`src/rtl/hw_queue_mgr.sv`:
```
module hw_queue_mgr #(
  parameter int NQ    = 4,
  parameter int NDESC = 16,
  parameter int DW    = 32,
  parameter int PSW   = 16,
  parameter int BCW   = 24,
  localparam int QW   = (NQ > 1) ? $clog2(NQ) : 1,
  localparam int AW   = QW + 4,
  localparam int IW   = (NDESC > 1) ? $clog2(NDESC) : 1,
  localparam int CW   = $clog2(NDESC + 1)
) (
  input  logic          clk,
  input  logic          rst_n,
  input  logic          bus_sel,
  input  logic          bus_wr,
  input  logic [AW-1:0] bus_addr,
  input  logic [DW-1:0] bus_wdata,
  output logic [DW-1:0] bus_rdata,
  output logic          bus_rvalid,
  output logic [NQ-1:0] thresh_flag
);

  logic [DW-1:0]  slot_word [NDESC];
  logic [PSW-1:0] slot_size [NDESC];
  logic [IW-1:0]  nxt [NDESC];

  logic [NQ-1:0][IW-1:0]  q_head, q_tail;
  logic [NQ-1:0][CW-1:0]  q_cnt;
  logic [NQ-1:0][BCW-1:0] q_bytes;
  logic [NQ-1:0][PSW-1:0] q_pend;
  logic [NQ-1:0][6:0]     q_thr;
  logic [NQ-1:0]          q_dir;
  logic [IW-1:0]          free_head;
  logic [CW-1:0]          free_cnt;
  logic                   push_err;

  logic [QW-1:0] qsel;
  logic [1:0]    view, rsel;
  logic          q_ok, has, do_push, push_req, do_pop;
  logic [IW-1:0] hd;
  logic [DW-1:0] rd_val;

  assign qsel = bus_addr[AW-1:4];
  assign view = bus_addr[3:2];
  assign rsel = bus_addr[1:0];
  assign q_ok = 32'(qsel) < NQ;
  assign has  = q_ok && (q_cnt[qsel] != '0);
  assign hd   = q_head[qsel];

  assign push_req = bus_sel && bus_wr && q_ok && view == 2'd0 && rsel == 2'd3;
  assign do_push  = push_req && (free_cnt != '0);
  assign do_pop   = bus_sel && !bus_wr && has && view == 2'd1 && rsel == 2'd3;

  always_comb begin
    rd_val = '0;
    if (q_ok) begin
      if (view == 2'd3) begin
        if (rsel == 2'd0) rd_val = DW'({q_dir[qsel], q_thr[qsel]});
        else if (rsel == 2'd1) rd_val = DW'(push_err);
      end else begin
        case (rsel)
          2'd0: rd_val = DW'(q_cnt[qsel]);
          2'd1: rd_val = DW'(q_bytes[qsel]);
          2'd2: rd_val = (view == 2'd0) ? DW'(q_pend[qsel])
                                        : (has ? DW'(slot_size[hd]) : '0);
          default: rd_val = (view != 2'd0 && has) ? slot_word[hd] : '0;
        endcase
      end
    end
  end

  always_ff @(posedge clk) begin
    if (do_push) begin
      slot_word[free_head] <= bus_wdata;
      slot_size[free_head] <= q_pend[qsel];
    end
  end

  always_ff @(posedge clk or negedge rst_n) begin
    if (!rst_n) begin
      for (int i = 0; i < NDESC; i++) nxt[i] <= IW'(i + 1);
      q_head     <= '0;
      q_tail     <= '0;
      q_cnt      <= '0;
      q_bytes    <= '0;
      q_pend     <= '0;
      q_thr      <= '0;
      q_dir      <= '0;
      free_head  <= '0;
      free_cnt   <= CW'(NDESC);
      push_err   <= 1'b0;
      bus_rdata  <= '0;
      bus_rvalid <= 1'b0;
    end else begin
      bus_rvalid <= bus_sel && !bus_wr;
      if (bus_sel && !bus_wr) bus_rdata <= rd_val;

      if (bus_sel && bus_wr && q_ok) begin
        if (view == 2'd0 && rsel == 2'd2) q_pend[qsel] <= bus_wdata[PSW-1:0];
        if (view == 2'd3 && rsel == 2'd0) begin
          q_thr[qsel] <= bus_wdata[6:0];
          q_dir[qsel] <= bus_wdata[7];
        end
        if (view == 2'd3 && rsel == 2'd1 && bus_wdata[0]) push_err <= 1'b0;
      end

      if (push_req && !do_push) push_err <= 1'b1;

      if (do_push) begin
        free_head <= nxt[free_head];
        free_cnt  <= free_cnt - 1'b1;
        if (q_cnt[qsel] == '0) q_head[qsel] <= free_head;
        else nxt[q_tail[qsel]] <= free_head;
        q_tail[qsel]  <= free_head;
        q_cnt[qsel]   <= q_cnt[qsel] + 1'b1;
        q_bytes[qsel] <= q_bytes[qsel] + BCW'(q_pend[qsel]);
      end

      if (do_pop) begin
        q_head[qsel]  <= nxt[hd];
        nxt[hd]       <= free_head;
        free_head     <= hd;
        free_cnt      <= free_cnt + 1'b1;
        q_cnt[qsel]   <= q_cnt[qsel] - 1'b1;
        q_bytes[qsel] <= q_bytes[qsel] - BCW'(slot_size[hd]);
      end
    end
  end

  for (genvar g = 0; g < NQ; g++) begin : g_flag
    assign thresh_flag[g] = q_dir[g] ? (32'(q_cnt[g]) >= 32'(q_thr[g]))
                                     : (32'(q_cnt[g]) <  32'(q_thr[g]));
  end

endmodule

```
`config.mk`:
```
export PLATFORM = sky130hd
export DESIGN_NAME = hw_queue_mgr
export DESIGN_NICKNAME = d
export VERILOG_FILES = /design/src/rtl/hw_queue_mgr.sv
export SDC_FILE = /design/constraint.sdc
export NUM_CORES = 2
export LEC_CHECK = 0
export ABC_CLOCK_PERIOD_IN_PS = 17050
export BUFFER_PORTS_ARGS = -buffer_cell sky130_fd_sc_hd__buf_2
export CAP_MARGIN = 10
export CORE_ASPECT_RATIO = 1.75
export CORE_MARGIN = 2
export CORE_UTILIZATION = 45
export DETAILED_ROUTE_END_ITERATION = 16
export MAX_ROUTING_LAYER = met4
export PLACE_DENSITY = 0.62
export SYNTH_ARGS = -nofsm -noshare
export SYNTH_HDL_FRONTEND = slang
export SYNTH_SLANG_ARGS = --single-unit
export TNS_END_PERCENT = 20
```
`constraint.sdc`:
```
create_clock -name clk -period 17.05 [get_ports clk]
set_clock_uncertainty 0.1 [all_clocks]
set_input_delay 3.41 -clock clk [delete_from_list [all_inputs] [get_ports clk]]
set_output_delay 3.41 -clock clk [all_outputs]
set_load 0.005 [all_outputs]
```
# ---- Word level (Yosys, flattened, before mapping)
# Memories as Yosys holds them, arrays and structs flattened.
# Cells that the tools add are included.
dict set report totals {
  memories 2
  register_bits 351
  ram_bits 768
}
# name words word_bits read_ports rd_clocked_by_memory_dff write_ports line
set memory_table {}
lappend memory_table {slot_word 16 32 1 0 1 23} ;# logic [DW-1:0] slot_word [NDESC];
lappend memory_table {slot_size 16 16 1 0 1 24} ;# logic [PSW-1:0] slot_size [NDESC];
dict set report op_classes {
  n_lt_le_gt_ge 15
  n_mux 78
  bitwise 3
  n_reduce_logical 31
  add_sub_neg 6
  n_eq_ne 5
}
# cell count
set ops {}
lappend ops {{64-bit bitwise mux} 3}
lappend ops {{96-bit bitwise mux} 2}
lappend ops {{64-bit two-way mux} 3}
lappend ops {{96-bit two-way mux} 2}
lappend ops {{16-bit two-way mux} 7}
lappend ops {{32-bit case mux with 3 select lines} 1}
lappend ops {{32-bit two-way mux} 2}
lappend ops {{24-bit binary-select mux with 2-bit select} 1}
lappend ops {{16-bit bitwise mux} 3}
lappend ops {{24-bit demux with 2-bit select} 1}
lappend ops {{24-bit two-way mux} 2}
lappend ops {{4-bit two-way mux} 11}
lappend ops {{20-bit bitwise mux} 2}
lappend ops {{20-bit two-way mux} 2}
lappend ops {{16-bit binary-select mux with 2-bit select} 1}
lappend ops {{4-bit binary-select mux with 4-bit select} 2}
lappend ops {{16-bit demux with 2-bit select} 1}
lappend ops {{4-bit demux with 4-bit select} 2}
lappend ops {{28-bit bitwise mux} 1}
lappend ops {{5-bit by 7-bit >= comparator with 1-bit output} 4}
lappend ops {{5-bit by 7-bit less-than comparator with 1-bit output} 4}
lappend ops {{24-bit by 16-bit adder with 24-bit output} 1}
lappend ops {{24-bit by 16-bit subtractor with 24-bit output} 1}
lappend ops {{5-bit two-way mux} 4}
lappend ops {{other kinds (28)} 75}

# ---- Logic depth before layout (Yosys ltp)
dict set report logic_depth {
  depth_word 12
  mapped_depth 20
}

# ---- Least setup slack after synthesis
# OpenSTA, ideal clock, no wires.
dict set report synth_timing {
  path_kind {input to register}
  start {input port bus_addr[0]}
  end {memory slot_size[0][0] (enable)}
  stages 6
  setup_ps 513
  t_arrival_ps 8047
  required_ps 16437
  slack_ps 8390
  path_cell_list {nand2_1 or4_1 or2_0 buf_2 or3_1 nor3_1}
}
dict set report synth_between {
  elab_chain_cells 5
}
# item line
set synth_rtl {}
lappend synth_rtl {{start: declaration} 16} ;# input logic [AW-1:0] bus_addr,
lappend synth_rtl {{2-bit == test} 50} ;# assign push_req = bus_sel && bus_wr && q_ok && view == 2'd0 && rsel == 2'd3;
lappend synth_rtl {{1-bit logical AND} 50}
lappend synth_rtl {{1-bit logical AND} 51} ;# assign do_push = push_req && (free_cnt != '0);
lappend synth_rtl {{1-bit two-way mux} 73} ;# if (do_push) begin
lappend synth_rtl {{1-bit two-way mux (not written as such)} 75} ;# slot_size[free_head] <= q_pend[qsel];
lappend synth_rtl {{end: declaration} 24}
# No other way between the ends.

# ---- Worst setup path after layout
dict set report layout_timing {
  start {input port bus_addr[5]}
  end {register q_bytes[43] (netlist bit)}
}
dict set report layout_between {
  elab_chain_cells 8
}
# item line
set layout_rtl {}
lappend layout_rtl {{branches (longest 7 deep; another with 24-bit by 16-bit subtractor with 24-bit output)} n/a}
lappend layout_rtl {{96-bit two-way mux (*)} 119} ;# if (do_pop) begin
lappend layout_rtl {{end signal: indexed assignment} 116} ;# q_bytes[qsel] <= q_bytes[qsel] + BCW'(q_pend[qsel]);
lappend layout_rtl {{end signal: indexed assignment} 125} ;# q_bytes[qsel] <= q_bytes[qsel] - BCW'(slot_size[hd]);
lappend layout_rtl {{end: declaration} 29} ;# logic [NQ-1:0][BCW-1:0] q_bytes;
# Mark *: on every way between the ends. The select of a mux whose other input is x is not followed.
# A chain may end at the register's enable or synchronous reset.

==> flow_summary.ini <==
[status]
status = complete, no violations

[synthesis]
netlist_area_um2 = 49880
synth-edff-count = 768
synth_flop_cell = edfxtp_1
async_reset_ff_share_pct = 31.37
seq_area_frac_synth_pct = 63.93
syn_nets = 3696
yosys_warnings = 0
synth_cell_types = 86
synth-seq-cells = 1119
syn_inst = 3594
synth.avg_cell_area_um2 = 13.88

[critical_path]
crit_family = compound AO/OA/AOI/OAI gates
crit_path_max_fanout = 92
path_buf_inv = 3
crit_chain = buf_4 -> mux2_4 -> mux2_8 -> buf_4 -> buf_4 -> mux2i_1 -> a32oi_1 -> o221ai_1 -> mux2_2 -> ha_1 -> o21a_1 -> o31a_1 -> o21ai_0 -> a31oi_1 -> o31ai_1 -> nand2_1 -> xor2_1 -> o211ai_1
path_common_cell = buf_4
startpoint_type = input pin
worstPathRequired_ns = 17.50
cp_slowest_cell = buf_4
arrival_ns = 10.01
worst-setup-path-type = in -> reg
cp-end-kind = flip-flop
cpPeakStageDelay_ns = 0.87

[global_route]
first_global_vias = 31890
grt_antenna_before_repair = 12
grt-ovfl-total = 0
grt_use_total_pct = 26.08
grt_max_degree = 160
grt_pass1_wl_um = 213000

[die]
dieHeight_um = 444.4
die-area_um2 = 113600
placementRows = 161
die_x_um = 255.7
fp.coreArea_um2 = 110000
io_pins = 79
start_util_pct = 45.35

[timing]
period_share_pct = 56.07
tns_ns = 0
rsz0062_at_grt = no
setup-violations-final = 0
clock.fmax_mhz = 104.6
drv_slew = 0
worstMarginPinSlew_ns = 1.133
hold_violations = 0
relSlewSlack_pct = 24.18
min_period_ns = 9.559

[cells_and_area]
mostFrequentLayoutCell = edfxtp_1
design_area_um2 = 55150
fin_nets = 3725
areaGrowthSynthToFinish_pct = 10.57
drive_above_1_share_pct = 19.85
final_cell_mix = edfxtp_1, nand2_1, dfrtp_1, nor2_1, mux2_2

[placed_design]
dpl.hpwl_um = 88960
numPortBuffers = 78
gp_congestion = 0.9737
post_dp_cell_area_um2 = 51750

[pwr]
powerDensity_nw_per_um2 = 125.1
irDropWorstVdd_mv = 0.08788
leakagePower_nw = 20.14

[routing]
drc = 0
dr.first_iter.drc_count = 2782
drt_pass1_iterations = 7
wl_per_cell_um = 27.77
route.vias.total = 31580
avgViaCountPerCell = 6.096
routed_wl_um = 143900
antenna_left = 0

[clock_tree]
cts_made_buffers = 99
clockBufferDepth = 3
cts_tree = yes
cts_resized = 0
root_buffer = clkbuf_16
clock-sinks = 1119
clock_latency_ns = 0.70
post-cts-setup-buffers = 0
path_clk_slew_ns = 0.07
h-tree-depth = 3
cts_hold_buf = 0

[job]
cap_violations = 0

[min_path]
hp-class = reg -> reg
[flip-flops by register name (all words and copies together) (netlist names), 4 cells and up]
| name | count |
|---|---|
| slot_word | 512 |
| slot_size | 256 |
| q_bytes | 96 |
| nxt | 64 |
| q_pend | 64 |
| bus_rdata | 32 |
| q_thr | 28 |
| q_cnt | 20 |
| q_head | 16 |
| q_tail | 16 |
| free_cnt | 5 |
| free_head | 4 |
| q_dir | 4 |
[worst register-to-register path: cells and delay by family, from the launching register on]
kind,cells,cell delay (ns)
buffers and inverters,2,1.65
xor gates and xnor gates,1,0.32
and+or+nand+nor,1,0.16
muxes,4,1.26
adders and majority gates,1,0.39
DFF,1,0.42
AOI/OAI and AO/OA,8,2.36
[worst paths after layout]
check,cells past startpoint,startpoint,slack [ns],end
min reg2reg,2,q_bytes[73]$_DFF_PN0_,0.37,q_bytes[73]$_DFF_PN0_
min in group asynchronous,1,rst_n,2.56,bus_rdata[29]$_DFFE_PN0P_
max,18,bus_addr[5],7.49,q_bytes[43]$_DFF_PN0_
max reg2reg,17,q_head[9]$_DFF_PN0_,10.25,q_bytes[43]$_DFF_PN0_
max in group asynchronous,4,rst_n,11.13,q_thr[11]$_DFFE_PN0P_
min,2,q_bytes[73]$_DFF_PN0_,0.37,q_bytes[73]$_DFF_PN0_
[metal layers]
layer | vias to the layer above | wire (um) | track usage, %
met5 | - | 0 | -
met4 | 0 | 6207 | 10.97
met3 | 306 | 6610 | 3.083
met2 | 1046 | 76240 | 46.08
met1 | 16460 | 54810 | 30.05
li1 | 13770 | - | -
[cell usage after synthesis, types with 13 or more instances]
cell      count  area [um2]
edfxtp_1    768       23060
a21o_1       18       135.1
a32oi_1      17       148.9
mux2_2      157        1768
nor4_1       13       81.33
o21a_1       14       105.1
clkbuf_1     94       352.8
nand3_1      54       270.3
a311oi_1     60       525.5
and2_1       68       425.4
o21ai_0      94       470.5
mux2i_1      53       530.5
nand2b_1     33       206.5
a221oi_1     14       122.6
nor2b_1      19       118.9
nor3_1       40       200.2
buf_2        88       440.4
inv_1        33       123.9
xor2_1       19       166.4
a21oi_1     127       635.6
o211ai_1     52       390.4
ha_1         57       713.2
a22oi_1      60       450.4
nand2_1     559        2098
buf_6        23       259.0
dfrtp_1     318        7958
xnor2_1      27       236.5
a211oi_1     98       735.7
o22ai_1      29       181.4
nor2_1      179       671.9
dfstp_2      33       867.1
mux4_2      155        3491
o221ai_1     22       192.7
[stage by stage]
| step | std cells | setup slack (ns) | utilization, % | hold WS [ns] | total power [W] |
|---|---|---|---|---|---|
| 6_report | 5180 | 7.491 | 50.14 | 0.3732 | 0.006901 |
| 5_1_grt | 5180 | 7.193 | 50.14 | 0.3950 | 0.007154 |
| 4_1_cts | 5175 | 7.599 | 50.13 | 0.3703 | 0.006924 |
| 3_5_place_dp | 4989 | 6.874 | 47.05 | 0.3567 | 0.004576 |
| 3_3_place_gp | 4989 | 6.917 | 47.05 | 0.3481 | 0.004559 |
| 2_1_floorplan | 3594 | 8.390 | - | 0.3331 | 0.004112 |
[where the power goes]
part | internal (W) | leakage (nW) | switching [W]
Combinational | 0.000501 | 6.94 | 0.000900
Clock | 0.00133 | 1.66 | 0.00103
Sequential | 0.00304 | 11.5 | 0.0000969
[final cells by class]
cell class / count / area, um2
inverters: 33 / 123.9
clock buffers: 137 / 2751
diodes: 5 / 12.51
repair buffers: 154 / 1001
clock inverters: 49 / 638.1
flip-flops and latches: 1119 / 31890
well taps: 1467 / 1836
multi-input cells: 2216 / 16900
fillers: 9492 / 54840
[logic make-up after synthesis]
kind of cell,count (synthesis),synth area share (%)
muxes,379,12.01
xor gates and xnor gates,46,0.8077
and+or+nand+nor,1037,9.321
adders and majority gates,60,1.550
buffers and inverters,259,2.601
AOI/OAI and AO/OA,694,9.781
DFF,1119,63.93
No activity file was read; power rests on OpenSTA's default activity.
